[config.mk]
export PLATFORM = sky130hd
export DESIGN_NAME = cq_ctrl
export DESIGN_NICKNAME = d
export VERILOG_FILES = /design/src/rtl/cq_pkg.sv /design/src/rtl/cq_fifo.sv /design/src/rtl/cq_dispatch.sv /design/src/rtl/cq_irq.sv /design/src/rtl/cq_ctrl.sv
export SDC_FILE = /design/constraint.sdc
export NUM_CORES = 1
export LEC_CHECK = 0
export CAP_MARGIN = 10
export CORE_AREA = 2 2 116 175
export DETAILED_ROUTE_END_ITERATION = 6
export DIE_AREA = 0 0 118 177
export PLACE_DENSITY_LB_ADDON = 0.2
export SLEW_MARGIN = 0
export SYNTH_ARGS = -nofsm -noshare
export SYNTH_HDL_FRONTEND = slang
export SYNTH_SLANG_ARGS = --single-unit
[constraint.sdc]
create_clock -name clk -period 3.6 [get_ports clk]
set_input_delay 0.72 -clock clk [delete_from_list [all_inputs] [get_ports clk]]
set_output_delay 0.72 -clock clk [all_outputs]
set_load 0.1 [all_outputs]
[src/rtl/cq_pkg.sv]
package cq_pkg;
  // Direction of an occupancy comparison against a threshold
  typedef enum logic {
    CMP_AT_LEAST = 1'b0,
    CMP_AT_MOST  = 1'b1
  } cmp_dir_e;
endpackage

[src/rtl/cq_fifo.sv]
module cq_fifo #(
  parameter int W     = 8,
  parameter int DEPTH = 8,
  localparam int AW   = $clog2(DEPTH),
  localparam int CW   = $clog2(DEPTH + 1)
) (
  input  logic          clk,
  input  logic          rst,
  input  logic          clr,
  input  logic          push,
  input  logic [W-1:0]  wdata,
  input  logic          pop,
  output logic [W-1:0]  rdata,
  output logic          pop_ok,
  output logic [CW-1:0] count,
  output logic          full,
  output logic          empty,
  output logic          ovf,
  output logic          unf
);
  logic [W-1:0]  mem [DEPTH];
  logic [AW-1:0] wptr, rptr;
  logic          push_ok;

  assign full    = (count == CW'(DEPTH));
  assign empty   = (count == '0);
  assign push_ok = push && !full && !clr;
  assign pop_ok  = pop && !empty && !clr;

  // Storage and read port without reset so a RAM can be inferred
  always_ff @(posedge clk) begin
    if (push_ok) mem[wptr] <= wdata;
    if (pop_ok)  rdata     <= mem[rptr];
  end

  always_ff @(posedge clk) begin
    if (rst || clr) begin
      wptr  <= '0;
      rptr  <= '0;
      count <= '0;
      ovf   <= 1'b0;
      unf   <= 1'b0;
    end else begin
      if (push_ok) wptr <= wptr + 1'b1;
      if (pop_ok)  rptr <= rptr + 1'b1;
      count <= count + CW'(push_ok) - CW'(pop_ok);
      if (push && full) ovf <= 1'b1;
      if (pop && empty) unf <= 1'b1;
    end
  end
endmodule

[src/rtl/cq_dispatch.sv]
module cq_dispatch (
  input  logic clk,
  input  logic rst,
  input  logic queued,
  input  logic run,
  input  logic fifo_empty,
  input  logic pop_ok,
  input  logic eng_ready,
  output logic pop_req,
  output logic stage_valid
);
  logic go;

  // Direct mode always dispatches; queued mode waits for run.
  assign go      = !queued || run;
  // A new word is fetched only at a command boundary.
  assign pop_req = go && !fifo_empty && (!stage_valid || eng_ready);

  always_ff @(posedge clk) begin
    if (rst)            stage_valid <= 1'b0;
    else if (pop_ok)    stage_valid <= 1'b1;
    else if (eng_ready) stage_valid <= 1'b0;
  end
endmodule

[src/rtl/cq_irq.sv]
module cq_irq
  import cq_pkg::*;
#(
  parameter int       CW  = 4,
  parameter cmp_dir_e DIR = CMP_AT_LEAST
) (
  input  logic          clk,
  input  logic          rst,
  input  logic          en,
  input  logic [CW-1:0] count,
  input  logic [CW-1:0] thresh,
  output logic          irq
);
  logic hit;

  generate
    if (DIR == CMP_AT_LEAST) begin : g_ge
      assign hit = (count >= thresh);
    end else begin : g_le
      assign hit = (count <= thresh);
    end
  endgenerate

  always_ff @(posedge clk) begin
    if (rst) irq <= 1'b0;
    else     irq <= en && hit;
  end
endmodule

[src/rtl/cq_ctrl.sv]
module cq_ctrl
  import cq_pkg::*;
#(
  parameter int CMD_W    = 16,
  parameter int RET_W    = 8,
  parameter int WQ_DEPTH = 8,
  parameter int RQ_DEPTH = 8,
  localparam int WCW     = $clog2(WQ_DEPTH + 1),
  localparam int RCW     = $clog2(RQ_DEPTH + 1),
  localparam int RTW     = $clog2(RQ_DEPTH)
) (
  input  logic             clk,
  input  logic             rst,
  input  logic             cfg_queued,
  input  logic             cfg_run,
  input  logic             cfg_rd_irq_en,
  input  logic [RTW-1:0]   cfg_rd_thresh,
  input  logic [WCW-1:0]   cfg_wr_thresh,
  input  logic             ctl_wr_clear,
  input  logic             ctl_rd_clear,
  input  logic             host_wr_en,
  input  logic [CMD_W-1:0] host_wr_word,
  input  logic             host_rd_en,
  output logic [RET_W-1:0] host_rd_byte,
  output logic             host_rd_valid,
  output logic             eng_cmd_valid,
  output logic [CMD_W-1:0] eng_cmd_word,
  input  logic             eng_cmd_ready,
  input  logic             eng_ret_valid,
  input  logic [RET_W-1:0] eng_ret_byte,
  output logic [WCW-1:0]   wq_count,
  output logic [RCW-1:0]   rq_count,
  output logic             wq_full,
  output logic             wq_empty,
  output logic             rq_full,
  output logic             rq_empty,
  output logic             wq_ovf,
  output logic             rq_ovf,
  output logic             rq_unf,
  output logic             rq_irq,
  output logic             wq_irq
);
  logic wq_pop_req, wq_pop_ok, wq_unf;
  logic rq_pop_ok;

  cq_fifo #(.W(CMD_W), .DEPTH(WQ_DEPTH)) u_wq (
    .clk(clk), .rst(rst), .clr(ctl_wr_clear),
    .push(host_wr_en), .wdata(host_wr_word),
    .pop(wq_pop_req), .rdata(eng_cmd_word), .pop_ok(wq_pop_ok),
    .count(wq_count), .full(wq_full), .empty(wq_empty),
    .ovf(wq_ovf), .unf(wq_unf)
  );

  cq_dispatch u_disp (
    .clk(clk), .rst(rst), .queued(cfg_queued), .run(cfg_run),
    .fifo_empty(wq_empty), .pop_ok(wq_pop_ok), .eng_ready(eng_cmd_ready),
    .pop_req(wq_pop_req), .stage_valid(eng_cmd_valid)
  );

  cq_fifo #(.W(RET_W), .DEPTH(RQ_DEPTH)) u_rq (
    .clk(clk), .rst(rst), .clr(ctl_rd_clear),
    .push(eng_ret_valid), .wdata(eng_ret_byte),
    .pop(host_rd_en), .rdata(host_rd_byte), .pop_ok(rq_pop_ok),
    .count(rq_count), .full(rq_full), .empty(rq_empty),
    .ovf(rq_ovf), .unf(rq_unf)
  );

  always_ff @(posedge clk) begin
    if (rst) host_rd_valid <= 1'b0;
    else     host_rd_valid <= rq_pop_ok;
  end

  cq_irq #(.CW(RCW), .DIR(CMP_AT_LEAST)) u_rirq (
    .clk(clk), .rst(rst), .en(cfg_rd_irq_en),
    .count(rq_count), .thresh(RCW'(cfg_rd_thresh)), .irq(rq_irq)
  );

  cq_irq #(.CW(WCW), .DIR(CMP_AT_MOST)) u_wirq (
    .clk(clk), .rst(rst), .en(1'b1),
    .count(wq_count), .thresh(cfg_wr_thresh), .irq(wq_irq)
  );
endmodule

Word-level counts from Yosys, hierarchy flattened
Memory sizes are Yosys's and may differ from the RTL's. A register that Yosys moved wholly into a read port is not among the register bits. Index checks and enable logic that the tools add are counted.

Add/sub/neg operators: 8. Magnitude comparators: 2. Equality and inequality tests: 2. Mux-type cells: 6. Reductions and logical operators: 29.

Operators with widths (count): 1-bit logical AND (14); 3-bit by 1-bit adder with 3-bit output, second input constant (4); 4-bit by 1-bit adder with 4-bit output (2); 4-bit == test, second input constant (2); 1-bit zero test (8); 4-bit zero test (2); 4-bit by 1-bit subtractor with 4-bit output (2); 1-bit 2-to-1 mux (6); 4-bit by 3-bit >= comparator with 1-bit output (1); 4-bit <= comparator (1); 1-bit logical OR (4); 2-bit nonzero test (1).

Bits in registers: 27. RAM bits: 192. Bits of input ports: 42. Output and inout port bits: 43. Word-level logic and storage cells: 62. Memories: 2.

Memories: u_wq.mem (depth 8, bits a word 16, rd ports 1, clocked after Yosys merged registers in 1, write ports 1, RTL line cq_fifo.sv:21) `logic [W-1:0] mem [DEPTH];`; u_rq.mem (depth 8, bits a word 8, rd ports 1, clocked after Yosys merged registers in 1, write ports 1, RTL line cq_fifo.sv:21).

Logic depth before layout (Yosys ltp)
Gate-level depths: netlist of the first run.

Word-level depth: 7. Mapped depth: 12. Gate-level depth less buffers: 12.

By module
From an unflattened synthesis of the first run, not the netlist that was laid out.

Cell total of the unflattened synthesis: 511. Area total of the unflattened synthesis: 9915.8 µm².

Modules (own cells, without submodules): cq_fifo (u_wq) (times used 1, cells each 286, area each 6129.6 µm², seq. area each 4564.4 µm²); cq_fifo (u_rq) (times used 1, cells each 185, area each 3429.5 µm², seq. area each 2402.3 µm²); cq_irq (u_wirq) (times used 1, cells each 15, area each 136.4 µm², seq. area each 20.0 µm²); cq_irq (u_rirq) (times used 1, cells each 15, area each 121.4 µm², seq. area each 20.0 µm²); cq_dispatch (times used 1, cells each 6, area each 57.6 µm², seq. area each 20.0 µm²); cq_ctrl (times used 1, cells each 4, area each 41.3 µm², seq. area each 20.0 µm²).

Least setup slack after synthesis of the first run
No wires, ideal clock.

Kind: reg2reg. From: reg u_wq.count[2]. To: reg u_wq.count[2]. Setup time: 0.128 ns. Arrival: 5.165 ns. Required time: 3.472 ns. Path slack: -1.693 ns. Stages on the path, launching flop included: 12. Path buffers: 0. Period minus slack after synthesis: 5.293 ns. Cells stage by stage: dfxtp_1 > inv_1 > ha_1 > nor3b_1 > nor4b_4 > ha_1 > inv_1 > ha_1 > inv_1 > fa_1 > xor2_1 > nor2_1.

Word-level cells in the longest chain between the ends: 7. Elaborated cells on any way between the ends: 12. Classes of those cells: add/sub: 2; eq/ne: 1; reduce/logical: 9.

Ends and longest elaborated chain: start, declared (RTL line cq_fifo.sv:15) `output logic [CW-1:0] count,`; start signal, assigned (RTL line cq_fifo.sv:46) `count <= count + CW'(push_ok) - CW'(pop_ok);`; 4-bit zero test (*) (RTL line cq_fifo.sv:26) `assign empty = (count == '0);`; via wq_empty (RTL line cq_ctrl.sv:34) `output logic wq_empty,`; 1-bit zero test (*) (RTL line cq_fifo.sv:28, cq_dispatch.sv:17); 1-bit logical AND (2 in a row) (RTL line cq_dispatch.sv:17) `assign pop_req = go && !fifo_empty && (!stage_valid || eng_ready);`; 1-bit logical AND (*) (2 in a row) (RTL line cq_fifo.sv:28) `assign pop_ok = pop && !empty && !clr;`; via u_disp.pop_ok (RTL line cq_dispatch.sv:7) `input logic pop_ok,`; 4-bit by 1-bit subtractor with 4-bit output (*) (RTL line cq_fifo.sv:46).

Mark *: on every way through the listed nets, which the timed path passes. The rest lies on a longest branch. A chain may end at the register's enable or synchronous reset.

Worst setup path in the final report of the first run
From: reg u_wq.count[0]. To: out wq_count[0].

RTL lines: end, declared (RTL line cq_ctrl.sv:31) `output logic [WCW-1:0] wq_count,`.

No word-level cell between the ends.

==> metrics, run 1 <==
Switching Fraction between 20% and 30%; Avg WL per Cell slightly below 20 um; status finished clean; Root Driver clkbuf_16; Final Hold Viols 0; WP data arrival 2.12 ns; routability cong. 0.714; Slew Limit Fails 0; number of synthesized register bits 243; Primary FF master, synth edfxtp_1; Initial Utilization around 49%; commonest non-fill, non-tap cell in the layout edfxtp_1; Leakage about 0.0039 uW; Via density 5.25; RSZ-0062 raised after global routing no; IO buf count 84; Buffers & Inverters on Critical Path 1; Layout fillers 1478; Logic pwr share between 10% and 20%; flop2flop setup slack ~0.86 ns; CTS Buf Count 23; cell row count 63; total track usage approximately 17%; I/O pin count 85; routed wire length between 15 and 20 mm; max cap viols 0; post-cts resize count 0; area share of the largest cell type after synthesis between 60% and 70%; Setup Fix Bufs, Post-CTS 0; Layout area overhead 20.9%; Period Utilization, post-route about four fifths; Mapped Nets around 600; synthesized area around 0.0096 sq mm; CP Depth 1; initial antenna violation count 0; Crit. End Element output port; Die X roughly 120 um; global-route wire length before repair around 27 mm; vias in the first global route around 5100; Clk Latency, worst-skew pair ~0.51 ns; htree depth 1; Worst R2R Path Depth 13; Worst Path Max Fanout 4; Clock transition at path regs about 0.070 ns; number of enable flip-flop cells after synthesis approximately 220; Crit. Startpoint u_wq.count[0]; Antenna Violating Nets Remaining 0; Post-DP HPWL 11.1 mm; number of remaining DRC errors 0; Int Pwr roughly 4800 uW; Worst setup endpoint wq_count[0]; setup violators final 0; CP max stage cell clkdlybuf4s50_1; Avg Cell Area, Syn 18.4 sq um; Inserted Diodes 0; commonest non-fill, non-tap cells in the layout edfxtp_1 (216), clkdlybuf4s50_1 (78), nand2_1 (55), nor2_1 (35), mux4_2 (32); synth unique cells 35; Hold Path Depth 2; DRT Pass-1 Iters 4; Final nets 700; pwr dens about 550 mW/mm^2; clock power share between 30% and 40%; clock buffer depth 3; family with the most delay on the worst path buffers and inverters; maximum VDD drop approximately 0.39 mV; Final Util 59.4%; Tmin final about 2.8 ns; Vias 4773; Seq pwr share 50.0%; Mapped Cells 519; Die Ht 177 um; CP max stage delay 1.18 ns; Synth Warn # 0; Worst-Margin Slew about 1.0 ns; Achievable Freq ~0.35 GHz; post-synth top area cell edfxtp_1; total die area roughly 0.021 sq mm; NetSw around 1600 uW; grt ovf 0; largest net degree at the start of global routing 35; CTS tree built; CP required ~2.9 ns; RR Endpoint u_rq.count[2]; worst r2r src u_rq.count[2]; CP Class flop to output port; async set or reset register ratio after synthesis 0%; Layout Skew between 0.02 and 0.025 ns; core outline area 0.0195 sq mm; ratio of cells with drive above 1 in the final layout between 15 and 20%; # hold bufs at CTS 0; worst path cell trace clkdlybuf4s50_1; Startpoint Class flop; HP Class flop to flop; largest cells by area after synthesis edfxtp_1 (68%), mux4_2 (7.5%), dfxtp_1 (5.6%); Iter 0 DRT Violations about 220; Clock Sinks 243; setup TNS 0 ns; Worst slew margin 30.7%; Seq/Total Area, Yosys about three quarters
==> power by group through the flow <==
stage	Clock, uW	Sequential [uW]	Combinational, uW
2_1_floorplan	0	3500	342
3_3_place_gp	0	3250	804
3_5_place_dp	0	3260	818
4_1_cts	2440	3200	822
5_1_grt	2550	3200	864
6_report	2380	3190	811
==> how the worst min path moves through the flow <==
stage / slack [ns] / from / endpoint
floorplan: 0.52 / u_rq.wptr[0] / u_rq.wptr[0]
CTS: 0.47 / u_rq.ovf / u_rq.ovf
global placement: 0.45 / u_rq.ovf / u_rq.ovf
finish: 0.47 / u_rq.ovf / u_rq.ovf
global route: 0.52 / u_wq.ovf / u_wq.ovf
detailed placement: 0.45 / u_rq.ovf / u_rq.ovf
==> metrics by stage <==
| step | hold WS (ns) | worst slack, ns | std cells | cell area [sq um] | total power (uW) |
|---|---|---|---|---|---|
| detailed placement | 0.453 | 0.706 | 868 | 10800 | 4070 |
| global placement | 0.446 | 0.763 | 868 | 10800 | 4060 |
| floorplan | 0.520 | -0.00905 | 519 | 9610 | 3840 |
| global route | 0.516 | 0.675 | 910 | 11600 | 6620 |
| finish | 0.469 | 0.760 | 910 | 11600 | 6390 |
| CTS | 0.472 | 0.737 | 910 | 11600 | 6460 |
==> registers in the layout (all words and copies together), names as in the netlist, 4 cells and up <==
register and cells:
u_wq.rdata 16, u_rq.rdata 8, u_wq.count 4, u_wq.mem 128, u_rq.mem 64, u_rq.count 4
==> synth_stat cells, types with 2 or more instances <==
cell      count
mux2i_1       3
or2_2         2
mux4_2       32
buf_2         5
ha_1         23
xor2_1        6
mux4_1       16
buf_1         2
nor3_1        4
nand2b_1     10
mux2_2        8
nand3_1       3
xnor2_1       5
dfxtp_1      27
clkbuf_1      6
nand2_1      55
nor4bb_1      2
fa_1          2
nor2_1       35
a21o_1        4
a21oi_1      11
nor3b_1       6
edfxtp_1    216
inv_1        23
buf_4         3
==> layer usage <==
layer	track usage, %	vias up	share of wire [%]
li1	-	2225	-
met1	18.7	2440	39
met2	34.3	85	56
met3	3.03	23	3.9
met4	4.32	0	1.6
met5	0	-	0
==> layout make-up <==
type                            count  area (sq um)  share of cell area [%]
Clock buffer                       28           594                    5.13
Clock inverter                     14           149                    1.29
Inverter                           24          90.1                   0.778
Multi-Input combinational cell    234          2380                    20.6
Sequential cell                   243          7030                    60.8
Tap cell                          260           325                    2.81
Timing Repair Buffer              107           998                    8.63
==> logic make-up (layout without fill, tap and decap cells) <==
group,after synthesis,count (layout),share of synthesized area (%)
AND/OR/NAND/NOR,122,122,5.89
adder cells (fa/ha/maj),25,25,3.42
multiplexers,59,59,13.2
buffers and inverters,42,173,2.08
flip-flops,243,243,73.4
XOR/XNOR,11,11,1.01
AO/OA/AOI/OAI,17,17,1.02
(Power assumes the default switching activity.)
==> run 2, diff against run 1 <==
==> constraint.sdc (replaced) <==
create_clock -name clk -period 2.7 [get_ports clk]
set_input_delay 0.54 -clock clk [delete_from_list [all_inputs] [get_ports clk]]
set_output_delay 0.54 -clock clk [all_outputs]
set_load 0.1 [all_outputs]
==> metrics, run 2 (synthesis results as in run 1) <==
CP required between 3 and 4 ns; cell row count 63; Tmin final 2.52 ns; Setup Fix Bufs, Post-CTS 0; pwr dens around 740 mW/mm^2; max cap viols 0; Largest Register u_wq.mem; CTS Buf Count 22; Post-DP HPWL between 10 and 15 mm; Switching Fraction 24.5%; grt ovf 0; Clock transition at path regs approximately 0.07 ns; routability cong. ~0.73; Vias about 4700; Achievable Freq between 0.3 and 0.4 GHz; Period Utilization, post-route 93.5%; Logic pwr share about an eighth; routed wire length around 17 mm; total track usage approximately 17%; Final Hold Viols 0; vias in the first global route 4943; hold slack ~0.48 ns; Crit. End Element flop; clock power share just under 40%; number of remaining DRC errors 0; setup TNS 0 ns; Clock Sinks 243; Seq pwr share about 49%; Worst Path Max Fanout 4; max FFs per register 128; HP Class flop to flop; Iter 0 DRT Violations ~230; status finished clean; IO buf count 84; WP data arrival slightly below 3 ns; ratio of cells with drive above 1 in the final layout 27.4%; Slew Limit Fails 0; Leakage between 0.004 and 0.005 uW; Via density 5.22; RSZ-0062 raised after global routing no; Root Driver clkbuf_16; Die X ~120 um; DRT Pass-1 Iters 4; global-route wire length before repair around 27 mm; initial antenna violation count 0; Layout area overhead 23.0%; core outline area between 0.015 and 0.02 sq mm; Worst-Margin Slew 0.769 ns; Clk Latency, worst-skew pair 0.50 ns; CTS tree built; setup violators final 0; largest net degree at the start of global routing 35; Startpoint Class flop; Inserted Diodes 0; Avg WL per Cell ~19 um; # hold bufs at CTS 0; Layout Skew roughly 0.013 ns; Final nets 701; htree depth 1; Worst slew margin between 40% and 50%; Initial Utilization around half; post-cts resize count 0; Antenna Violating Nets Remaining 0; Regs by FF count u_wq.mem: 128 flops, u_rq.mem: 64 flops, u_wq.rdata: 16 flops; clock buffer depth 3; area post-placement 0.0110 sq mm; total die area 0.0209 sq mm; I/O pin count 85; CP Class flop to flop; Die Ht around 180 um; Int Pwr 6610 uW; maximum VDD drop about 0.86 mV; post-route cell area approximately 0.012 sq mm; NetSw roughly 2100 uW; commonest non-fill, non-tap cell in the layout edfxtp_1; commonest non-fill, non-tap cells in the layout edfxtp_1 (216), buf_4 (58), nand2_1 (55), clkdlybuf4s50_1 (41), mux4_2 (32)
==> run 2: cell types whose count changed in the layout (fill, tap and decap cells not counted), sizes merged <==
cell,delta
buf,+39
bufinv,+2
clkbuf,-5
clkdlybuf4s50,-37
clkinv,-1
clkinvlp,+3
inv,-1
==> run 2: power groups by stage <==
stage               clock [uW]  sequential, uW  combinational [uW]
finish                    3380            4240                1130
global route              3610            4250                1190
CTS                       3460            4240                1140
detailed placement           0            4330                1140
global placement             0            4320                1120
floorplan                    0            4670                 479
==> run 2: worst max-delay path, stage by stage, from the launching register on <==
cell,delay [ns]
dfxtp_4,0.34
inv_1,0.10
ha_1,0.15
or3b_2,0.49
nand2_1,0.18
nor2_2,0.06
ha_1,0.27
inv_1,0.06
ha_1,0.15
inv_1,0.05
fa_1,0.37
xor2_1,0.14
nor2_1,0.05
==> run 2: final timing paths <==
kind,from,endpoint,slack [ns],cells after the start
worst max-delay path,u_rq.count[2],u_rq.count[2],0.18,12
worst min-delay path,u_rq.ovf,u_rq.ovf,0.48,2
worst max register to register,u_rq.count[2],u_rq.count[2],0.18,12
worst min register to register,u_rq.ovf,u_rq.ovf,0.48,2
==> run 2: metal layers <==
| metal | share of wire (%) | global-route usage, % | vias up |
|---|---|---|---|
| li1 | - | - | 2236 |
| met1 | 37 | 18.2 | 2392 |
| met2 | 57 | 33.5 | 98 |
| met3 | 4.3 | 2.61 | 22 |
| met4 | 1.4 | 4.47 | 0 |
| met5 | 0 | 0 | - |
==> run 2: per-stage QoR <==
stage	total power [uW]	util, %	setup slack [ns]	cells
detailed placement	5460	56.3	0.139	870
global route	9050	60.5	0.0492	910
global placement	5440	56.3	0.178	870
floorplan	5150	-	-0.512	519
CTS	8840	60.5	0.154	910
finish	8750	60.5	0.176	910
==> run 2: area by class of cell <==
type | count | area, sq um
Clock buffer | 23 | 576
Clock inverter | 17 | 226
Fill cell | 1446 | 7700
Inverter | 24 | 92.6
Multi-Input combinational cell | 234 | 2450
Sequential cell | 243 | 7050
Tap cell | 260 | 325
Timing Repair Buffer | 109 | 1050
